`src/rtl/fwd_pkg.sv`:
```
package fwd_pkg;
  typedef enum logic [1:0] {
    FWD_RF   = 2'd0,
    FWD_WB   = 2'd1,
    FWD_MEM  = 2'd2,
    FWD_RSVD = 2'd3
  } fwd_sel_e;

  localparam int NUM_OPS = 2;
endpackage

```
`src/rtl/fwd_match.sv`:
```
module fwd_match #(
  parameter int REG_W = 5
) (
  input  logic [REG_W-1:0] src_idx,
  input  logic [REG_W-1:0] dst_idx,
  input  logic             wr_en,
  output logic             hit
);
  localparam logic [REG_W-1:0] ZERO_REG = '0;

  always_comb begin
    hit = wr_en && (dst_idx != ZERO_REG) && (dst_idx == src_idx);
  end
endmodule

```
`src/rtl/fwd_select.sv`:
```
module fwd_select
  import fwd_pkg::*;
(
  input  logic     mem_hit,
  input  logic     wb_hit,
  output fwd_sel_e sel
);
  always_comb begin
    if (mem_hit)     sel = FWD_MEM;
    else if (wb_hit) sel = FWD_WB;
    else             sel = FWD_RF;
  end
endmodule

```
`src/rtl/fwd_mux.sv`:
```
module fwd_mux
  import fwd_pkg::*;
#(
  parameter int DATA_W = 32
) (
  input  fwd_sel_e          sel,
  input  logic [DATA_W-1:0] rf_data,
  input  logic [DATA_W-1:0] wb_data,
  input  logic [DATA_W-1:0] mem_data,
  output logic [DATA_W-1:0] op_data
);
  always_comb begin
    case (sel)
      FWD_WB:  op_data = wb_data;
      FWD_MEM: op_data = mem_data;
      default: op_data = rf_data;
    endcase
  end
endmodule

```
`src/rtl/fwd_unit.sv`:
```
module fwd_unit
  import fwd_pkg::*;
#(
  parameter int REG_W  = 5,
  parameter int DATA_W = 32
) (
  input  logic [REG_W-1:0]  ex_src_a_idx,
  input  logic [REG_W-1:0]  ex_src_b_idx,
  input  logic [REG_W-1:0]  mem_dst_idx,
  input  logic              mem_wr_en,
  input  logic [REG_W-1:0]  wb_dst_idx,
  input  logic              wb_wr_en,
  input  logic [DATA_W-1:0] rf_a_data,
  input  logic [DATA_W-1:0] rf_b_data,
  input  logic [DATA_W-1:0] mem_result,
  input  logic [DATA_W-1:0] wb_result,
  output logic [1:0]        sel_a,
  output logic [1:0]        sel_b,
  output logic [DATA_W-1:0] op_a,
  output logic [DATA_W-1:0] op_b
);
  logic [REG_W-1:0]  src_idx [NUM_OPS];
  logic [DATA_W-1:0] rf_data [NUM_OPS];
  logic [DATA_W-1:0] op_data [NUM_OPS];
  fwd_sel_e          sel     [NUM_OPS];
  logic              mem_hit [NUM_OPS];
  logic              wb_hit  [NUM_OPS];

  assign src_idx[0] = ex_src_a_idx;
  assign src_idx[1] = ex_src_b_idx;
  assign rf_data[0] = rf_a_data;
  assign rf_data[1] = rf_b_data;

  for (genvar op = 0; op < NUM_OPS; op++) begin : g_op
    fwd_match #(.REG_W(REG_W)) mem_cmp_i (
      .src_idx (src_idx[op]),
      .dst_idx (mem_dst_idx),
      .wr_en   (mem_wr_en),
      .hit     (mem_hit[op])
    );

    fwd_match #(.REG_W(REG_W)) wb_cmp_i (
      .src_idx (src_idx[op]),
      .dst_idx (wb_dst_idx),
      .wr_en   (wb_wr_en),
      .hit     (wb_hit[op])
    );

    fwd_select sel_i (
      .mem_hit (mem_hit[op]),
      .wb_hit  (wb_hit[op]),
      .sel     (sel[op])
    );

    fwd_mux #(.DATA_W(DATA_W)) mux_i (
      .sel      (sel[op]),
      .rf_data  (rf_data[op]),
      .wb_data  (wb_result),
      .mem_data (mem_result),
      .op_data  (op_data[op])
    );
  end

  assign sel_a = sel[0];
  assign sel_b = sel[1];
  assign op_a  = op_data[0];
  assign op_b  = op_data[1];
endmodule

```
`config.mk`:
```
export PLATFORM = sky130hd
export DESIGN_NAME = fwd_unit
export DESIGN_NICKNAME = d
export VERILOG_FILES = /design/src/rtl/fwd_pkg.sv /design/src/rtl/fwd_match.sv /design/src/rtl/fwd_select.sv /design/src/rtl/fwd_mux.sv /design/src/rtl/fwd_unit.sv
export SDC_FILE = /design/constraint.sdc
export NUM_CORES = 1
export LEC_CHECK = 0
export BUFFER_PORTS_ARGS = -buffer_cell sky130_fd_sc_hd__buf_2
export CAP_MARGIN = 30
export CORE_AREA = 3 3 84 86
export DETAILED_ROUTE_END_ITERATION = 8
export DIE_AREA = 0 0 87 89
export PLACE_DENSITY = 0.79
export SLEW_MARGIN = 20
export SYNTH_ARGS = -nofsm -noshare
export SYNTH_HDL_FRONTEND = slang
export SYNTH_SLANG_ARGS = --single-unit
```
`constraint.sdc`:
```
create_clock -name vclk -period 5.7
set_input_delay 1.14 -clock vclk [all_inputs]
set_output_delay 1.14 -clock vclk [all_outputs]
set_load 0.01 [all_outputs]
```
==> metrics.cfg, run 1 <==
[timing]
tns_ns=0
maxSlewViolCount=0
final_hold_viol_count=0
setup_viol=0
fmax_ghz=0.2211
worst_slew_pin_slew_ns=0.8513
max_slew_margin_pct=42.91
fin_crit_sh_pct=79.35
min_period_ns=4.523
rsz0062_at_grt=false

[yosys]
synthDistinctLibCells=26
syn_area_um2=2357
syn_avg_cell_area_um2=5.998
syn_nets=543
yosys_warnings=0
synth_compound_area_share_pct=39.33
synthXorXnorAreaFrac_pct=7.431
synth_sequential_area_ratio_pct=0
yosys.area_share.simple_pct=36.15
synth_top_family_by_area=compound AO/OA/AOI/OAI gates
synth_fa_ha_area_share_pct=0
syn_inst=393
synth_mux_area_share_pct=0

[setup_path]
crit_fanout=34
arrival_ns=3.38
critical-path-slowest-cell=or4_1
endpoint=op_a[30]
crit_cells=7
path_cells=buf_2 > xnor2_1 > nand3_2 > buf_4 > or4_1 > a31oi_1 > buf_2
start_kind=primary input
crit_path_end_kind=output port
cpPeakStageDelay_ns=0.52
required_ns=4.56
cp_common_cell=buf_2
critPathBufInv=3
cp_top_family=simple AND/OR/NAND/NOR gates
crit_start=wb_dst_idx[3]
crit_type=in -> out

[drt]
wl_per_cell_um=18.12
via_per_inst=6.472
dr_total_vias=4129
drc=0
first_pass_iters=5
wl_um=11560
antenna_left=0
drt_iter0_markers=419

[floorplanning]
fp.coreArea_um2=6350
ioPinCount=218
die_y_um=89
start_util_pct=37.12
die_x_um=87
die_area_um2=7743
num_rows=29

[layout]
layout-drive-gt1-share_pct=43.67
final_cell_mix=buf_2 (218), o31ai_1 (63), nor3_1 (63), a31oi_1 (63), nand4_1 (34)
nClkBuffers=0
final_common_cell=buf_2
final_nets=713
area_growth_pct=44.69
multi_input_area_um2=1987
regArea_um2=0
antenna_cells_inserted=0
seq_cells=0
fillers=648

[grt]
grt_overflow=0
grt_pass1_vias=3606
grt_usage_pct=26.69
antenna_found_initial=0
grt_first_pass_wirelength_um=17360
grt_max_degree=66

[clock_network]
ctsHoldBuffers=0
cts_setup_buffers=0
ctsResizeCount=0

[place]
port_buffers=218
globalplace.congestion=0.9572
dpl.hpwl_um=8359

[power_and_ir_drop]
irDropWorstVdd_uv=78.24
power.leakage_uw=0.001460
power.density_nw_per_um2=85.78
power_uw=292.6

[flow_run]
drv_cap=0

[min_path]
min-delay-start=rf_a_data[12]
hold_depth=4
holdCritPathClass=in -> out

[outcome]
status=finished, final reports clean

-- synth_stat cells, drive strengths merged --
library cell  number  area, um^2
nand4             34       212.7
a31oi             63       394.1
nand2              1       3.750
a21bo              1       10.01
inv               35       131.4
clkbuf            42       157.7
or2                3       18.77
o211ai             2       25.02
xor2               5       43.79
a21boi             1       7.510
or4               32       244.0
or3                2       12.51
nor3              64       320.3
nor2               1       3.750
xnor2             15       131.4
o31a               2       17.52
nor4               4       31.28
buf               22       113.9
o31ai             63       473.0
nand3              1       5.000
-- stage by stage --
step / setup WS (ns) / instance area [um^2] / hold WS, ns / instances / utilization (%)
after global routing: 0.9891 / 3411 / 2.654 / 638 / 53.71
after CTS: 1.186 / 3398 / 2.635 / 637 / 53.52
after global placement: 1.193 / 3398 / 2.631 / 637 / 53.52
final: 1.177 / 3411 / 2.633 / 638 / 53.71
after detailed placement: 1.187 / 3398 / 2.635 / 637 / 53.52
after floorplan: 1.947 / 2357 / 2.445 / 393 / -
-- metal layers --
| metal | share of wire, % | vias up | global-route usage, % |
|---|---|---|---|
| met5 | 0 | - | 0 |
| met4 | 1.7 | 0 | 5.524 |
| met3 | 12 | 31 | 3.041 |
| met2 | 49 | 354 | 47.27 |
| met1 | 37 | 1841 | 34.78 |
| li1 | - | 1903 | - |
-- cells by family after synthesis --
group                     count (synthesis)
AOI/OAI and AO/OA                       132
xor gates and xnor gates                 20
buffers and inverters                    99
and+or+nand+nor                         142
-- how the worst min path moves through the flow --
stage,to,slack [ns]
after floorplan,op_a[0],2.44
after global placement,op_a[12],2.63
after detailed placement,op_a[12],2.63
after CTS,op_a[12],2.63
after global routing,op_a[14],2.65
final,op_a[12],2.63
-- where the power goes --
group	switching (uW)	leakage, uW	internal (uW)	total [uW]
clock	0	0	0	0
sequential	0	0	0	0
combinational	184	0.00146	109	293
total	184	0.00146	109	293
-- cell type report --
class	count	area share, %
Inverter	35	3.852
Tap cell	77	2.825
Multi-Input combinational cell	294	58.25
Timing Repair Buffer	232	35.07
Note: power is estimated with default switching activity, not from simulation.
==> inputs of run 2 (changes only) <==
- CORE_AREA: 3 3 84 86 -> unset
- CORE_MARGIN: unset -> 3
- CORE_UTILIZATION: unset -> 39
- DIE_AREA: 0 0 87 89 -> unset
- PLACE_DENSITY: 0.79 -> 0.84
- clock period: 5.7 -> 4.54 ns (I/O delays scaled with it)
==> metrics.cfg, run 2 (synthesis results as in run 1) <==
[layout]
final_common_cell=buf_2
final_nets=715  ; +0.28%
seq_cells=0  ; unchanged
final_cell_mix=buf_2 (218), o31ai_1 (63), nor3_1 (63), a31oi_1 (63), nand4_1 (34)
regArea_um2=0  ; unchanged
fin_cells=636  ; -0.31%
nClkBuffers=0  ; unchanged
multi_input_area_um2=1982  ; -0.25%
layout-drive-gt1-share_pct=43.87  ; +0.20 points
final_area_um2=3442  ; +0.92%
area_growth_pct=46.02
fillers=544  ; -16%

[clock_network]
cts_setup_buffers=0  ; unchanged
ctsHoldBuffers=0  ; unchanged
ctsResizeCount=0  ; unchanged

[drt]
antenna_left=0  ; unchanged
drt_iter0_markers=363  ; -13%
wl_met2_um=5823  ; +2.3%
dr_wl_met3_um=1175  ; -17%
wl_um=11740  ; +1.6%
drc=0  ; unchanged
first_pass_iters=7  ; +2
dr.max_layer_used=met4
via_per_inst=6.483  ; +0.17%
dr_total_vias=4123  ; -0.15%
wl_per_cell_um=18.46  ; +1.9%
wl_met1_um=4298  ; +1.1%

[grt]
grt_max_degree=99  ; +50%
grt_usage_pct=30.13  ; +3.4 points
antenna_found_initial=1  ; +1
grt_pass1_vias=3875  ; +7.5%
grt_overflow=0  ; unchanged
grt_first_pass_wirelength_um=18220  ; +5.0%

[floorplanning]
num_rows=27  ; -6.9%
start_util_pct=41.53  ; +4.4 points
die_x_um=83.75  ; -3.7%
ioPinCount=218  ; unchanged
die_y_um=83.75  ; -5.9%
die_area_um2=7013  ; -9.4%
fp.coreArea_um2=5675  ; -11%

[setup_path]
start_kind=primary input
arrival_ns=2.84  ; -0.54 ns
critPathBufInv=3  ; unchanged
crit_type=in -> out
cpPeakStageDelay_ns=0.56  ; +0.04 ns
cp_common_cell=buf_2
cp_top_family=simple AND/OR/NAND/NOR gates
crit_fanout=14  ; -59%
critical-path-slowest-cell=or4_4
crit_path_end_kind=output port
path_cells=buf_2 > or4_4 > o211ai_4 > or2_1 > inv_2 > nor4_2 > buf_2
required_ns=3.63  ; -0.93 ns

[timing]
fin_crit_sh_pct=82.52
max_slew_margin_pct=38.98  ; -3.9 points
setup_viol=0  ; unchanged
min_period_ns=3.747
rsz0062_at_grt=false
maxSlewViolCount=0  ; unchanged
worst_slew_pin_slew_ns=0.9121  ; +0.06075 ns
final_hold_viol_count=0  ; unchanged
tns_ns=0  ; unchanged
fin_ws_ns=0.7935  ; -0.3838 ns
fmax_ghz=0.2669

[flow_run]
drv_cap=0  ; unchanged

[power_and_ir_drop]
irDropWorstVdd_uv=114.4  ; +46%
power.leakage_uw=0.001473  ; +0.90%
power_uw=369.9  ; +26%
power.density_nw_per_um2=107.5  ; +25%

[place]
port_buffers=218  ; unchanged
placed_area_um2=3440  ; +1.2%
dpl.hpwl_um=8712  ; +4.2%
pre_cts_ws_ns=0.8022  ; -0.3845 ns
place_inst=635  ; -0.31%
globalplace.congestion=0.9169  ; -4.2%

[min_path]
holdCritPathClass=in -> out

[outcome]
status=finished, final reports clean

## run 2: power by group
group / switching [uW] / leakage, uW / internal (uW) / total (uW)
registers: 0 / 0 / 0 / 0
logic: 230 / 0.00147 / 140 / 370
clock network: 0 / 0.00000000634 / 0.0000294 / 0.0000294
## run 2: worst min-delay path, stage by stage
cell and delay [ns]:
buf_2 0.09, o31ai_1 0.05, a31oi_1 0.07, buf_2 0.14
## run 2: area by class of cell
cell class,instances,area share [%]
Tap cell,72,2.617
Timing Repair Buffer,234,35.91
Antenna cell,1,0.07270
Multi-Input combinational cell,294,57.58
Inverter,35,3.817
## run 2: worst paths after layout
| path | end | cells past startpoint | slack, ns | start |
|---|---|---|---|---|
| setup / recovery | sel_b[0] | 7 | 0.79 | mem_dst_idx[4] |
| hold / removal | op_b[10] | 4 | 2.17 | rf_b_data[10] |
## run 2: per-layer routing
metal,GRT usage (%),vias up
met1,34.77,1856
met3,3.060,48
li1,-,1909
met5,0,-
met2,56.40,310
met4,11.26,0
## run 2: stage by stage
stage / hold WS (ns) / utilization, %
final: 2.171 / 60.65
after global routing: 2.194 / 60.65
after CTS: 2.172 / 60.60
after detailed placement: 2.171 / 60.60
after global placement: 2.170 / 60.60
after floorplan: 1.981 / -
==> inputs of run 3 (changes only) <==
- CORE_UTILIZATION: 39 -> 36
- PLACE_DENSITY: 0.84 -> 0.82
- clock period: 4.54 -> 3.15 ns (I/O delays scaled with it)
==> metrics.cfg, run 3 (synthesis results as in run 1) <==
[outcome]
status=finished, final reports clean

[layout]
final_core_util_pct=57.20  ; -3.4 points
antenna_cells_inserted=0  ; -1
layout-drive-gt1-share_pct=44.17  ; +0.30 points
final_nets=718  ; +0.42%
regArea_um2=0  ; unchanged
area_growth_pct=48.78
final_cell_mix=buf_2 (218), o31ai_1 (63), nor3_1 (63), a31oi_1 (63), nand4_1 (34)
nClkBuffers=0  ; unchanged
final_common_cell=buf_2
seq_cells=0  ; unchanged
fin_cells=641  ; +0.79%

[setup_path]
crit_type=in -> out
cpPeakStageDelay_ns=0.56  ; about the same
crit_cells=7  ; unchanged
arrival_ns=2.32  ; -0.52 ns
crit_path_end_kind=output port
start_kind=primary input
cp_common_cell=buf_2
critPathBufInv=3  ; unchanged
critical-path-slowest-cell=or4_4
cp_top_family=simple AND/OR/NAND/NOR gates
crit_fanout=20  ; +6
path_cells=buf_2 > or4_4 > o211ai_2 > or2_1 > buf_4 > a31oi_1 > buf_2
required_ns=2.52  ; -1.11 ns

[drt]
antenna_left=0  ; unchanged
first_pass_iters=6  ; -1
wl_per_cell_um=18.42  ; -0.21%
dr_total_vias=4216  ; +2.3%
wl_um=11810  ; +0.57%
drc=0  ; unchanged
drt_iter0_markers=406  ; +12%
via_per_inst=6.577  ; +1.5%

[timing]
max_slew_margin_pct=50.31  ; +11 points
tns_ns=0  ; unchanged
worst_slew_pin_slew_ns=0.7454  ; -0.1667 ns
rsz0062_at_grt=false
final_hold_viol_count=0  ; unchanged
min_period_ns=2.949
setup_viol=0  ; unchanged
fmax_ghz=0.3391
hold_slack_ns=1.613  ; -0.5583 ns
maxSlewViolCount=0  ; unchanged
fin_crit_sh_pct=93.63

[clock_network]
cts_setup_buffers=0  ; unchanged
ctsResizeCount=0  ; unchanged
ctsHoldBuffers=0  ; unchanged

[power_and_ir_drop]
swShare_pct=60.88  ; -1.2 points
p_switching_uw=336.6  ; +47%
p_seq_share_pct=0  ; unchanged
power.leakage_uw=0.001505  ; +2.2%
power.density_nw_per_um2=157.6  ; +47%
p_int_uw=216.3  ; +54%
p_comb_share_pct=100.0  ; about the same
clkPwrFrac_pct=0  ; unchanged
irDropWorstVdd_uv=178.0  ; +56%

[flow_run]
drv_cap=0  ; unchanged

[floorplanning]
num_rows=28  ; +3.7%
start_util_pct=38.45  ; -3.1 points
fp.coreArea_um2=6131  ; +8.0%
ioPinCount=218  ; unchanged
die_area_um2=7555  ; +7.7%
die_y_um=86.92  ; +3.8%
die_x_um=86.92  ; +3.8%

[min_path]
hold_depth=4  ; unchanged
holdCritPathClass=in -> out

[grt]
grt_overflow=0  ; unchanged
grt_first_pass_wirelength_um=17510  ; -3.9%
grt_pass1_vias=3689  ; -4.8%
grt_max_degree=66  ; -33%
grt_usage_pct=27.55  ; -2.6 points
antenna_found_initial=0  ; -1

[place]
dpl.hpwl_um=8700  ; -0.14%
place_inst=641  ; +0.94%
port_buffers=218  ; unchanged
globalplace.congestion=0.9485  ; +3.4%

run 3: per-layer routing:
metal  share of wire [%]  up-vias  wire length [um]  GRT usage (%)
li1                    -     1911                 -              -
met1                  36     1918              4300          34.78
met2                  49      355              5831          50.24
met3                  12       32              1475          2.460
met4                 1.7        0               203          5.949
met5                   0        -                 0              0
run 3: power groups by stage:
stage                     clock (uW)  sequential (uW)  combinational, uW
final                              0                0                553
after global routing               0                0                591
after CTS                          0                0                541
after detailed placement           0                0                540
after global placement             0                0                531
after floorplan                    0                0                281
run 3: final cells by class:
| cell class | instances | area [um^2] |
|---|---|---|
| Tap cell | 75 | 93.84 |
| Inverter | 35 | 131.4 |
| Timing Repair Buffer | 237 | 1309 |
| Multi-Input combinational cell | 294 | 1973 |
| Fill cell | 589 | 2624 |
run 3: per-stage QoR:
| step | total power, uW | cell area (um^2) | setup WS, ns |
|---|---|---|---|
| 4_1_cts | 541.1 | 3507 | 0.2238 |
| 3_5_place_dp | 539.7 | 3507 | 0.2264 |
| 5_1_grt | 590.7 | 3507 | 0.09302 |
| 6_report | 552.8 | 3507 | 0.2008 |
| 3_3_place_gp | 531.3 | 3507 | 0.2751 |
| 2_1_floorplan | 281.2 | 2357 | 0.4170 |
run 3: path summary, 6_finish.rpt:
check | from | endpoint | slack [ns]
worst max-delay path | mem_dst_idx[4] | op_a[31] | 0.20
worst min-delay path | rf_a_data[30] | op_a[30] | 1.61
